### src/rtl/spi_irq_pkg.sv
package spi_irq_pkg;
  typedef enum logic [1:0] {
    SEL_STATUS = 2'd0,
    SEL_ENABLE = 2'd1,
    SEL_TEST   = 2'd2,
    SEL_MODE   = 2'd3
  } reg_sel_e;
endpackage

### src/rtl/irq_event_map.sv
module irq_event_map #(
  parameter int unsigned NCH    = 4,
  parameter int unsigned STAT_W = 17,
  parameter int unsigned STRIDE = 4,
  parameter int unsigned TX_OFS = 0,
  parameter int unsigned RX_OFS = 2
) (
  input  logic [NCH-1:0]    tx_set_i,
  input  logic [NCH-1:0]    rx_set_i,
  output logic [STAT_W-1:0] set_o
);
  logic [STAT_W-1:0] chan_v [NCH];

  for (genvar ch = 0; ch < NCH; ch++) begin : g_ch
    localparam int unsigned TXB = ch * STRIDE + TX_OFS;
    localparam int unsigned RXB = ch * STRIDE + RX_OFS;
    always_comb begin
      chan_v[ch]      = '0;
      chan_v[ch][TXB] = tx_set_i[ch];
      chan_v[ch][RXB] = rx_set_i[ch];
    end
  end

  always_comb begin
    set_o = '0;
    for (int ch = 0; ch < NCH; ch++) set_o = set_o | chan_v[ch];
  end
endmodule

### src/rtl/irq_test_ctrl.sv
module irq_test_ctrl
  import spi_irq_pkg::*;
#(
  parameter int unsigned          TEST_W     = 12,
  parameter int unsigned          MODE_W     = 4,
  parameter int unsigned          TEST_BIT   = 11,
  parameter int unsigned          MODE_BIT   = 3,
  parameter logic [MODE_W-1:0]    MODE_RST   = 4
) (
  input  logic              clk_i,
  input  logic              rst_ni,
  input  logic              wr_en_i,
  input  reg_sel_e          wr_sel_i,
  input  logic [TEST_W-1:0] test_data_i,
  input  logic [MODE_W-1:0] mode_data_i,
  output logic [TEST_W-1:0] test_o,
  output logic [MODE_W-1:0] mode_o,
  output logic              force_o,
  output logic              clr_block_o
);
  logic [TEST_W-1:0] test_q;
  logic [MODE_W-1:0] mode_q;
  logic              wr_test, wr_mode;

  assign wr_test = wr_en_i && (wr_sel_i == SEL_TEST);
  assign wr_mode = wr_en_i && (wr_sel_i == SEL_MODE);

  always_ff @(posedge clk_i or negedge rst_ni) begin
    if (!rst_ni) begin
      test_q <= '0;
      mode_q <= MODE_RST;
    end else begin
      if (wr_test) test_q <= test_data_i;
      if (wr_mode) mode_q <= mode_data_i;
    end
  end

  // force needs the new bit in this write and the partner bit already stored
  assign force_o = (wr_test && test_data_i[TEST_BIT] && mode_q[MODE_BIT]) ||
                   (wr_mode && mode_data_i[MODE_BIT] && test_q[TEST_BIT]);
  assign clr_block_o = mode_q[MODE_BIT] && test_q[TEST_BIT];

  assign test_o = test_q;
  assign mode_o = mode_q;

  AST_MODE_KEEP: assert property (@(posedge clk_i) disable iff (!rst_ni)
    !wr_mode |=> $stable(mode_q)) else $error("mode changed without write");
endmodule

### src/rtl/irq_status_reg.sv
module irq_status_reg #(
  parameter int unsigned        STAT_W = 17,
  parameter logic [STAT_W-1:0]  MASK   = 17'h1777F
) (
  input  logic              clk_i,
  input  logic              rst_ni,
  input  logic [STAT_W-1:0] set_i,
  input  logic [STAT_W-1:0] clr_i,
  input  logic              force_i,
  output logic [STAT_W-1:0] status_o
);
  logic [STAT_W-1:0] status_q, status_d;

  always_comb begin
    // set is applied after clear so an event is never lost
    status_d = (status_q & ~clr_i) | set_i;
    if (force_i) status_d = MASK;
    status_d = status_d & MASK;
  end

  always_ff @(posedge clk_i or negedge rst_ni) begin
    if (!rst_ni) status_q <= '0;
    else         status_q <= status_d;
  end

  assign status_o = status_q;

  AST_FORCE_ALL: assert property (@(posedge clk_i) disable iff (!rst_ni)
    force_i |=> (status_q == MASK)) else $error("force incomplete");
  AST_SET_WINS: assert property (@(posedge clk_i) disable iff (!rst_ni)
    (set_i != '0) |=> ((status_q & $past(set_i)) == $past(set_i))) else $error("event lost");
  AST_W1C: assert property (@(posedge clk_i) disable iff (!rst_ni)
    ((clr_i != '0) && (set_i == '0) && !force_i) |=> ((status_q & $past(clr_i)) == '0))
    else $error("clear failed");
endmodule

### src/rtl/irq_enable_out.sv
module irq_enable_out #(
  parameter int unsigned        STAT_W = 17,
  parameter logic [STAT_W-1:0]  MASK   = 17'h1777F
) (
  input  logic              clk_i,
  input  logic              rst_ni,
  input  logic              wr_i,
  input  logic [STAT_W-1:0] data_i,
  input  logic [STAT_W-1:0] status_i,
  output logic [STAT_W-1:0] enable_o,
  output logic              irq_o
);
  logic [STAT_W-1:0] enable_q;
  logic              irq_q;

  always_ff @(posedge clk_i or negedge rst_ni) begin
    if (!rst_ni) begin
      enable_q <= '0;
      irq_q    <= 1'b0;
    end else begin
      if (wr_i) enable_q <= data_i & MASK;
      irq_q <= |(status_i & enable_q);
    end
  end

  assign enable_o = enable_q;
  assign irq_o    = irq_q;

  AST_EN_KEEP: assert property (@(posedge clk_i) disable iff (!rst_ni)
    !wr_i |=> $stable(enable_q)) else $error("enable drift");
endmodule

### src/rtl/spi_irq_agg.sv
module spi_irq_agg
  import spi_irq_pkg::*;
#(
  parameter int unsigned NCH    = 4,
  parameter int unsigned STAT_W = 17,
  parameter int unsigned TEST_W = 12,
  parameter int unsigned MODE_W = 4,
  parameter logic [STAT_W-1:0] MASK = 17'h1777F
) (
  input  logic              clk_i,
  input  logic              rst_ni,
  input  logic              wr_en_i,
  input  logic [1:0]        wr_sel_i,
  input  logic [STAT_W-1:0] wr_data_i,
  input  logic [NCH-1:0]    tx_empty_set_i,
  input  logic [NCH-1:0]    rx_full_set_i,
  output logic [STAT_W-1:0] status_o,
  output logic [STAT_W-1:0] enable_o,
  output logic [TEST_W-1:0] test_o,
  output logic [MODE_W-1:0] mode_o,
  output logic              irq_o
);
  localparam int unsigned TEST_BIT = TEST_W - 1;
  localparam int unsigned MODE_BIT = MODE_W - 1;

  reg_sel_e          sel;
  logic [STAT_W-1:0] set_vec, clr_vec;
  logic              force_all, clr_block, wr_status, wr_enable;

  assign sel       = reg_sel_e'(wr_sel_i);
  assign wr_status = wr_en_i && (sel == SEL_STATUS);
  assign wr_enable = wr_en_i && (sel == SEL_ENABLE);
  assign clr_vec   = (wr_status && !clr_block) ? wr_data_i : '0;

  irq_event_map #(.NCH(NCH), .STAT_W(STAT_W)) i_event_map (
    .tx_set_i (tx_empty_set_i),
    .rx_set_i (rx_full_set_i),
    .set_o    (set_vec)
  );

  irq_test_ctrl #(
    .TEST_W(TEST_W), .MODE_W(MODE_W), .TEST_BIT(TEST_BIT), .MODE_BIT(MODE_BIT),
    .MODE_RST(MODE_W'(4))
  ) i_test_ctrl (
    .clk_i       (clk_i),
    .rst_ni      (rst_ni),
    .wr_en_i     (wr_en_i),
    .wr_sel_i    (sel),
    .test_data_i (wr_data_i[TEST_W-1:0]),
    .mode_data_i (wr_data_i[MODE_W-1:0]),
    .test_o      (test_o),
    .mode_o      (mode_o),
    .force_o     (force_all),
    .clr_block_o (clr_block)
  );

  irq_status_reg #(.STAT_W(STAT_W), .MASK(MASK)) i_status (
    .clk_i    (clk_i),
    .rst_ni   (rst_ni),
    .set_i    (set_vec),
    .clr_i    (clr_vec),
    .force_i  (force_all),
    .status_o (status_o)
  );

  irq_enable_out #(.STAT_W(STAT_W), .MASK(MASK)) i_enable (
    .clk_i    (clk_i),
    .rst_ni   (rst_ni),
    .wr_i     (wr_enable),
    .data_i   (wr_data_i),
    .status_i (status_o),
    .enable_o (enable_o),
    .irq_o    (irq_o)
  );

  AST_CLEAR_BLOCKED: assert property (@(posedge clk_i) disable iff (!rst_ni)
    (wr_status && mode_o[MODE_BIT] && test_o[TEST_BIT]) |=> (($past(status_o) & ~status_o) == '0))
    else $error("blocked clear took effect");
  AST_IRQ_CAUSE: assert property (@(posedge clk_i) disable iff (!rst_ni)
    irq_o |-> $past((status_o & enable_o) != '0)) else $error("irq without cause");
  AST_TX_SET: assert property (@(posedge clk_i) disable iff (!rst_ni)
    tx_empty_set_i[0] |=> status_o[0]) else $error("tx event lost");
endmodule

### config.mk
export PLATFORM = sky130hd
export DESIGN_NAME = spi_irq_agg
export DESIGN_NICKNAME = d
export VERILOG_FILES = /design/src/rtl/spi_irq_pkg.sv /design/src/rtl/irq_event_map.sv /design/src/rtl/irq_test_ctrl.sv /design/src/rtl/irq_status_reg.sv /design/src/rtl/irq_enable_out.sv /design/src/rtl/spi_irq_agg.sv
export SDC_FILE = /design/constraint.sdc
export NUM_CORES = 1
export LEC_CHECK = 0
export BUFFER_PORTS_ARGS = -buffer_cell sky130_fd_sc_hd__buf_2
export CORE_UTILIZATION = 50
export CTS_CLUSTER_DIAMETER = 30
export DETAILED_ROUTE_END_ITERATION = 6
export PLACE_DENSITY_LB_ADDON = 0.2
export SKIP_LAST_GASP = 1
export SYNTH_ARGS = -nofsm -noshare
export SYNTH_HDL_FRONTEND = slang
export SYNTH_SLANG_ARGS = --single-unit
### constraint.sdc
create_clock -name clk_i -period 3.33 [get_ports clk_i]
set_input_delay 0.333 -clock clk_i [delete_from_list [all_inputs] [get_ports clk_i]]
set_output_delay 0.333 -clock clk_i [all_outputs]
set_load 0.02 [all_outputs]
==> results of run 1 <==
[cell families (layout without fill, tap and decap cells)]
| family | count (synthesis) | after routing | synth area share [%] |
|---|---|---|---|
| AOI/OAI and AO/OA | 22 | 22 | 9.83 |
| DFF | 45 | 45 | 60.7 |
| other | 1 | 6 | 0.202 |
| and+or+nand+nor | 23 | 23 | 7.14 |
| muxes | 30 | 30 | 18.2 |
| buffers and inverters | 11 | 82 | 3.97 |
[where the power goes]
group          internal, mW  switching (mW)
Sequential            0.646          0.0645
Combinational         0.168           0.247
Clock                 0.244           0.176
[critical path, delay by kind of cell (launching register included)]
kind / cells / cell delay, ps
AND/OR/NAND/NOR: 2 / 610
flip-flops: 1 / 420
AO/OA/AOI/OAI: 1 / 320
[layout make-up]
class / instances / area share [%]
sequential: 45 / 47.9
multi-input combinational: 81 / 28.7
timing repair buffer: 74 / 15.8
clock buffer: 6 / 3.51
tap: 46 / 2.45
clock inverter: 2 / 1.59
[worst paths after layout]
| path | cells past startpoint | slack (ps) | endpoint |
|---|---|---|---|
| worst max-delay path | 3 | 1870 | i_status.status_o[10]$_DFF_PN0_ |
| worst min-delay path | 1 | 180 | i_test_ctrl.test_o[0]$_DFFE_PN0N_ |
| worst max register to register | 3 | 1870 | i_status.status_o[10]$_DFF_PN0_ |
| worst min register to register | 1 | 500 | i_test_ctrl.test_o[6]$_DFFE_PN0N_ |
| max in group asynchronous | 1 | 2560 | i_status.status_o[3]$_DFF_PN0_ |
| min in group clk_i | 2 | 220 | i_status.status_o[6]$_DFF_PN0_ |
[layer usage]
layer	GRT usage [%]	vias to the layer above	share of wire [%]
met2	37.4	53	51
met3	7.66	4	6.2
li1	-	630	-
met1	26.1	681	42
met5	0	-	0
met4	5.23	0	0.73
[stage by stage]
step | cell area, um2 | total power, mW | worst slack, ps
2_1_floorplan | 1880 | 0.977 | 1930
3_3_place_gp | 2230 | 1.13 | 1610
3_5_place_dp | 2230 | 1.14 | 1560
4_1_cts | 2350 | 1.56 | 1880
5_1_grt | 2350 | 1.62 | 1770
6_report | 2350 | 1.54 | 1870
[cells in the mapped netlist]
cell type / count
dfrtp_1: 44
mux2_2: 30
nand3_1: 15
a211o_1: 8
buf_4: 8
a21o_1: 6
a22oi_1: 5
nand2_1: 3
buf_2: 2
nand3b_1: 2
a221oi_1: 1
a22o_1: 1
and3_1: 1
clkbuf_1: 1
conb_1: 1
dfstp_2: 1
nand4_1: 1
nor3b_4: 1
o22ai_2: 1
[sequential cells by signal, indices dropped and copies added, names as in the netlist]
signal,cells
i_enable.irq_o,1
i_enable.enable_o,14
i_test_ctrl.mode_o,4
i_test_ctrl.test_o,12
i_status.status_o,14
==> results.yml, run 1 <==
outcome:
  status: "complete, no violations"
grt:
  grt_overflow: 0
  grt_pass1_vias: 1355
  antenna_found_initial: 0
  grt_usage_pct: 21.8
  grt_pass1_wl_mm: 6.52
  grt_max_degree: 46
yosys:
  synth_cell_types: 19
  synthTopCellsByArea: "dfrtp_1 (59%), mux2_2 (18%), nand3_1 (4.0%)"
  ys_warn_count: 0
  synth_top_cell_area_share_pct: 59.3
  synth_top_area_cell: "dfrtp_1"
  syn-mean-instance-area_um2: 14.1
  netlist_area_um2: 1860
  syn_inst: 132
  synth_seq_cells: 45
  ys_seq_area_share_pct: 60.7
layout:
  finish.utilization_pct: 68.4
  fillers: 290
  final_cells: 254
  layout_common_cells: "buf_2 (73), dfrtp_1 (44), mux2_2 (30)"
  antenna_cells: 0
  seq_area_um2: 1130
  nets: 237
  layout_commonest_cell: "buf_2"
  multi_input_area_um2: 676
  drive_gt1_share_pct: 55.3
  syn2layout_area_growth_pct: 26.7
floorplan:
  start_util_pct: 54.0
  dieWidth_um: 63.0
  rows: 21
  die_y_um: 63.0
  core_um2: 3440
  ioPinCount: 81
  die_area_um2: 3960
route:
  vias: 1368
  routed_via_density: 5.39
  firstDrtPassIters: 5
  drc: 0
  totalWireLength_mm: 3.99
  wl_per_cell_um: 15.7
  ant_nets: 0
  drtIter0Drc: 44
clock_tree:
  htreeDepth: 2
  cts_root_buf: "clkbuf_8"
  cts.repair.resized: 0
  cts_sinks: 45
  cts_tree: "yes"
  cts_buffers: 5
  cts_setup_buffers: 0
  clockBufferDepth: 2
  clkLatencyLatePin_ps: 290
  clk_pin_slew_ps: 80
  cts_hold_buf: 0
worst_setup_path:
  critPathRequiredTime_ps: 3520
  r2r_start: "i_test_ctrl.test_o[11]$_DFFE_PN0N_"
  arrival_ps: 1640
  crit_path_start: "i_test_ctrl.test_o[11]$_DFFE_PN0N_"
  slowest_delay_ps: 430
  endpoint_kind: "flop"
  cp_max_fo: 14
  cp-start-kind: "flop"
  path_cells: "nand2_1 > nand3_1 > a211o_1"
  crit_type: "reg -> reg"
  crit_slowest_cell: "nand2_1"
power:
  power_density_nw_per_um2: 656
  peakVddDrop_uv: 422
  static-leakage-power_nw: 1.10
timing:
  rsz0062_at_grt: "no"
  min_period_over_period_pct: 43.8
  drv_slew: 0
  setup-violations-final: 0
  fin_crit_ps: 1460
  fmax_mhz: 685
  worst_slew_pin_slew_ps: 952
  finalHoldViolations: 0
  skew_ps: 7.34
  relSlewSlack_pct: 36.5
  hold_ws_ps: 184
  fin_setup_tns_ps: 0
placement:
  io_buffer_count: 73
  hpwl_mm: 2.85
  globalplace.congestion: 0.829
  dpl.cell_count: 246
job:
  timing.max_cap.violations: 0
worst_hold_path:
  hold_class: "in -> async"
No activity file was read; power rests on OpenSTA's default activity.
==> run 2: changes to the inputs <==
--- a/config.mk
+++ b/config.mk
@@ -6,7 +6,7 @@
 export NUM_CORES = 1
 export LEC_CHECK = 0
 export BUFFER_PORTS_ARGS = -buffer_cell sky130_fd_sc_hd__buf_2
-export CORE_UTILIZATION = 50
+export CORE_UTILIZATION = 46
 export CTS_CLUSTER_DIAMETER = 30
 export DETAILED_ROUTE_END_ITERATION = 6
 export PLACE_DENSITY_LB_ADDON = 0.2
==> constraint.sdc (replaced) <==
create_clock -name clk_i -period 1.35 [get_ports clk_i]
set_input_delay 0.135 -clock clk_i [delete_from_list [all_inputs] [get_ports clk_i]]
set_output_delay 0.135 -clock clk_i [all_outputs]
set_load 0.02 [all_outputs]
==> run 2 against run 1 <==
- die area grew 8.4%
- first-iteration DRC count shrank 4.5%
- fmax grew 19%
- core utilization shrank 2.8 points
- largest cell class unchanged
- final cell count grew 4.3%
- critical path type unchanged
- via count grew 4.8%
- clock power grew 150%
- highest routed layer unchanged
- register-to-register slack lost 1700 ps
- largest power group unchanged
- flip-flop and latch count is the same
- wire length grew 9.0%
- setup slack lost 1700 ps
- non-clock buffer count grew 9
==> results.yml, run 2 (synthesis gave the netlist of run 1 again) <==
clock_tree:
  cts_tree: "yes"
  cts_sinks: 45
  cts_root_buf: "clkbuf_8"
  cts.repair.resized: 0
  clockBufferDepth: 2
  htreeDepth: 2
  cts_setup_buffers: 0
  clk_pin_slew_ps: 80
  clkLatencyLatePin_ps: 300
  cts_buffers: 5
worst_setup_path:
  endpoint_kind: "flop"
  critPathRequiredTime_ps: 1530
  cp-start-kind: "flop"
  slowest_delay_ps: 420
  cp_max_fo: 14
  crit_slowest_cell: "dfrtp_1"
  arrival_ps: 1400
  path_cells: "nand2_1 > buf_12 > nand3_1 > a211o_1"
  crit_type: "reg -> reg"
timing:
  finalHoldViolations: 0
  skew_ps: 5.96
  rsz0062_at_grt: "no"
  min_period_over_period_pct: 90.5
  relSlewSlack_pct: 66.2
  fin_setup_tns_ps: 0
  drv_slew: 0
  setup-violations-final: 0
  hold_ws_ps: 26.3
  fmax_mhz: 818
  fin_crit_ps: 1220
  worst_slew_pin_slew_ps: 506
job:
  timing.max_cap.violations: 0
grt:
  grt_pass1_vias: 1428
  grt_usage_pct: 22.8
  grt_max_degree: 23
  grt_pass1_wl_mm: 7.11
  grt_overflow: 0
  antenna_found_initial: 0
floorplan:
  start_util_pct: 49.3
  ioPinCount: 81
  die_y_um: 65.6
  dieWidth_um: 65.6
  rows: 22
  die_area_um2: 4300
  core_um2: 3770
power:
  power_density_nw_per_um2: 1570
  peakVddDrop_uv: 943
  static-leakage-power_nw: 1.17
route:
  dr_wl_met2_mm: 2.14
  top_layer_used: "met4"
  totalWireLength_mm: 4.35
  wl_per_cell_um: 16.4
  vias: 1434
  routed_via_density: 5.41
  drt-met1-wl_mm: 1.86
  wl_met3_um: 312
  firstDrtPassIters: 4
  drtIter0Drc: 42
  drc: 0
  ant_nets: 0
layout:
  syn2layout_area_growth_pct: 33.1
  layout_common_cells: "buf_2 (73), dfrtp_1 (44), mux2_2 (30)"
  layout_commonest_cell: "buf_2"
  final_cells: 265
  nets: 246
  finish.utilization_pct: 65.6
  fillers: 325
  drive_gt1_share_pct: 56.2
  antenna_cells: 0
placement:
  dpl.cell_count: 256
  hpwl_mm: 3.20
  io_buffer_count: 73
  globalplace.congestion: 0.812
worst_hold_path:
  hold_class: "in -> reg"
outcome:
  status: "complete, no violations"
==> run 2: cell count changes in the layout (fill, tap and decap cells not counted) <==
cell / before / now
dlygate4sd3_1: 0 / 1
clkinvlp_4: 1 / 0
buf_4: 1 / 5
buf_12: 0 / 4
clkbuf_1: 0 / 1
==> run 2: where the power goes <==
part / switching [mW] / total, mW / leakage (nW) / internal [mW]
Sequential: 0.163 / 1.76 / 0.505 / 1.59
Clock: 0.440 / 1.04 / 0.0585 / 0.603
Combinational: 0.624 / 1.08 / 0.602 / 0.457
Total: 1.23 / 3.88 / 1.17 / 2.65
==> run 2: critical path, delay by kind of cell, from the launching register on <==
family	cells	cell delay [ps]
simple gates	2	220
flops	1	420
buf+inv	1	160
compound gates	1	310
==> run 2: timing repair <==
action / 4_1_cts / 5_1_grt
hold buffers: 1 / 0
hold endpoints to repair: 19 / 0
endpoints found under the setup margin: 0 / 0
==> run 2: per-stage QoR <==
stage / power, mW / setup WS [ps] / instance area, um2
floorplan: 2.41 / 53.6 / 1880
detailed placement: 2.87 / 148 / 2350
global placement: 2.83 / 200 / 2350
finish: 3.88 / 128 / 2470
global route: 4.07 / 79.6 / 2470
CTS: 3.92 / 133 / 2470
==> run 2: layout make-up <==
type	instances	area [um2]	area share, %
Tap cell	48	60.1	2.43
Clock buffer	7	86.3	3.49
Clock inverter	1	30.0	1.21
Timing Repair Buffer	83	493	19.9
Sequential cell	45	1130	45.6
Multi-Input combinational cell	81	676	27.3
==> run 2: final timing paths <==
path                                                   startpoint                                end  slack, ps  cells past startpoint
worst max-delay path            i_test_ctrl.mode_o[3]$_DFFE_PN0N_     i_status.status_o[0]$_DFF_PN0_        130                      4
worst min-delay path                            tx_empty_set_i[1]     i_status.status_o[4]$_DFF_PN0_         30                      2
worst max register to register  i_test_ctrl.mode_o[3]$_DFFE_PN0N_     i_status.status_o[0]$_DFF_PN0_        130                      4
worst min register to register  i_test_ctrl.test_o[1]$_DFFE_PN0N_  i_test_ctrl.test_o[1]$_DFFE_PN0N_        500                      1
max in group asynchronous                                  rst_ni     i_status.status_o[3]$_DFF_PN0_        450                      3
min in group asynchronous                                  rst_ni  i_test_ctrl.test_o[2]$_DFFE_PN0N_        330                      2
==> run 2: per-layer routing <==
metal / GRT usage [%] / up-vias
met5: 0 / -
met4: 7.34 / 0
met3: 6.77 / 4
met2: 38.3 / 63
met1: 28.0 / 726
li1: - / 641
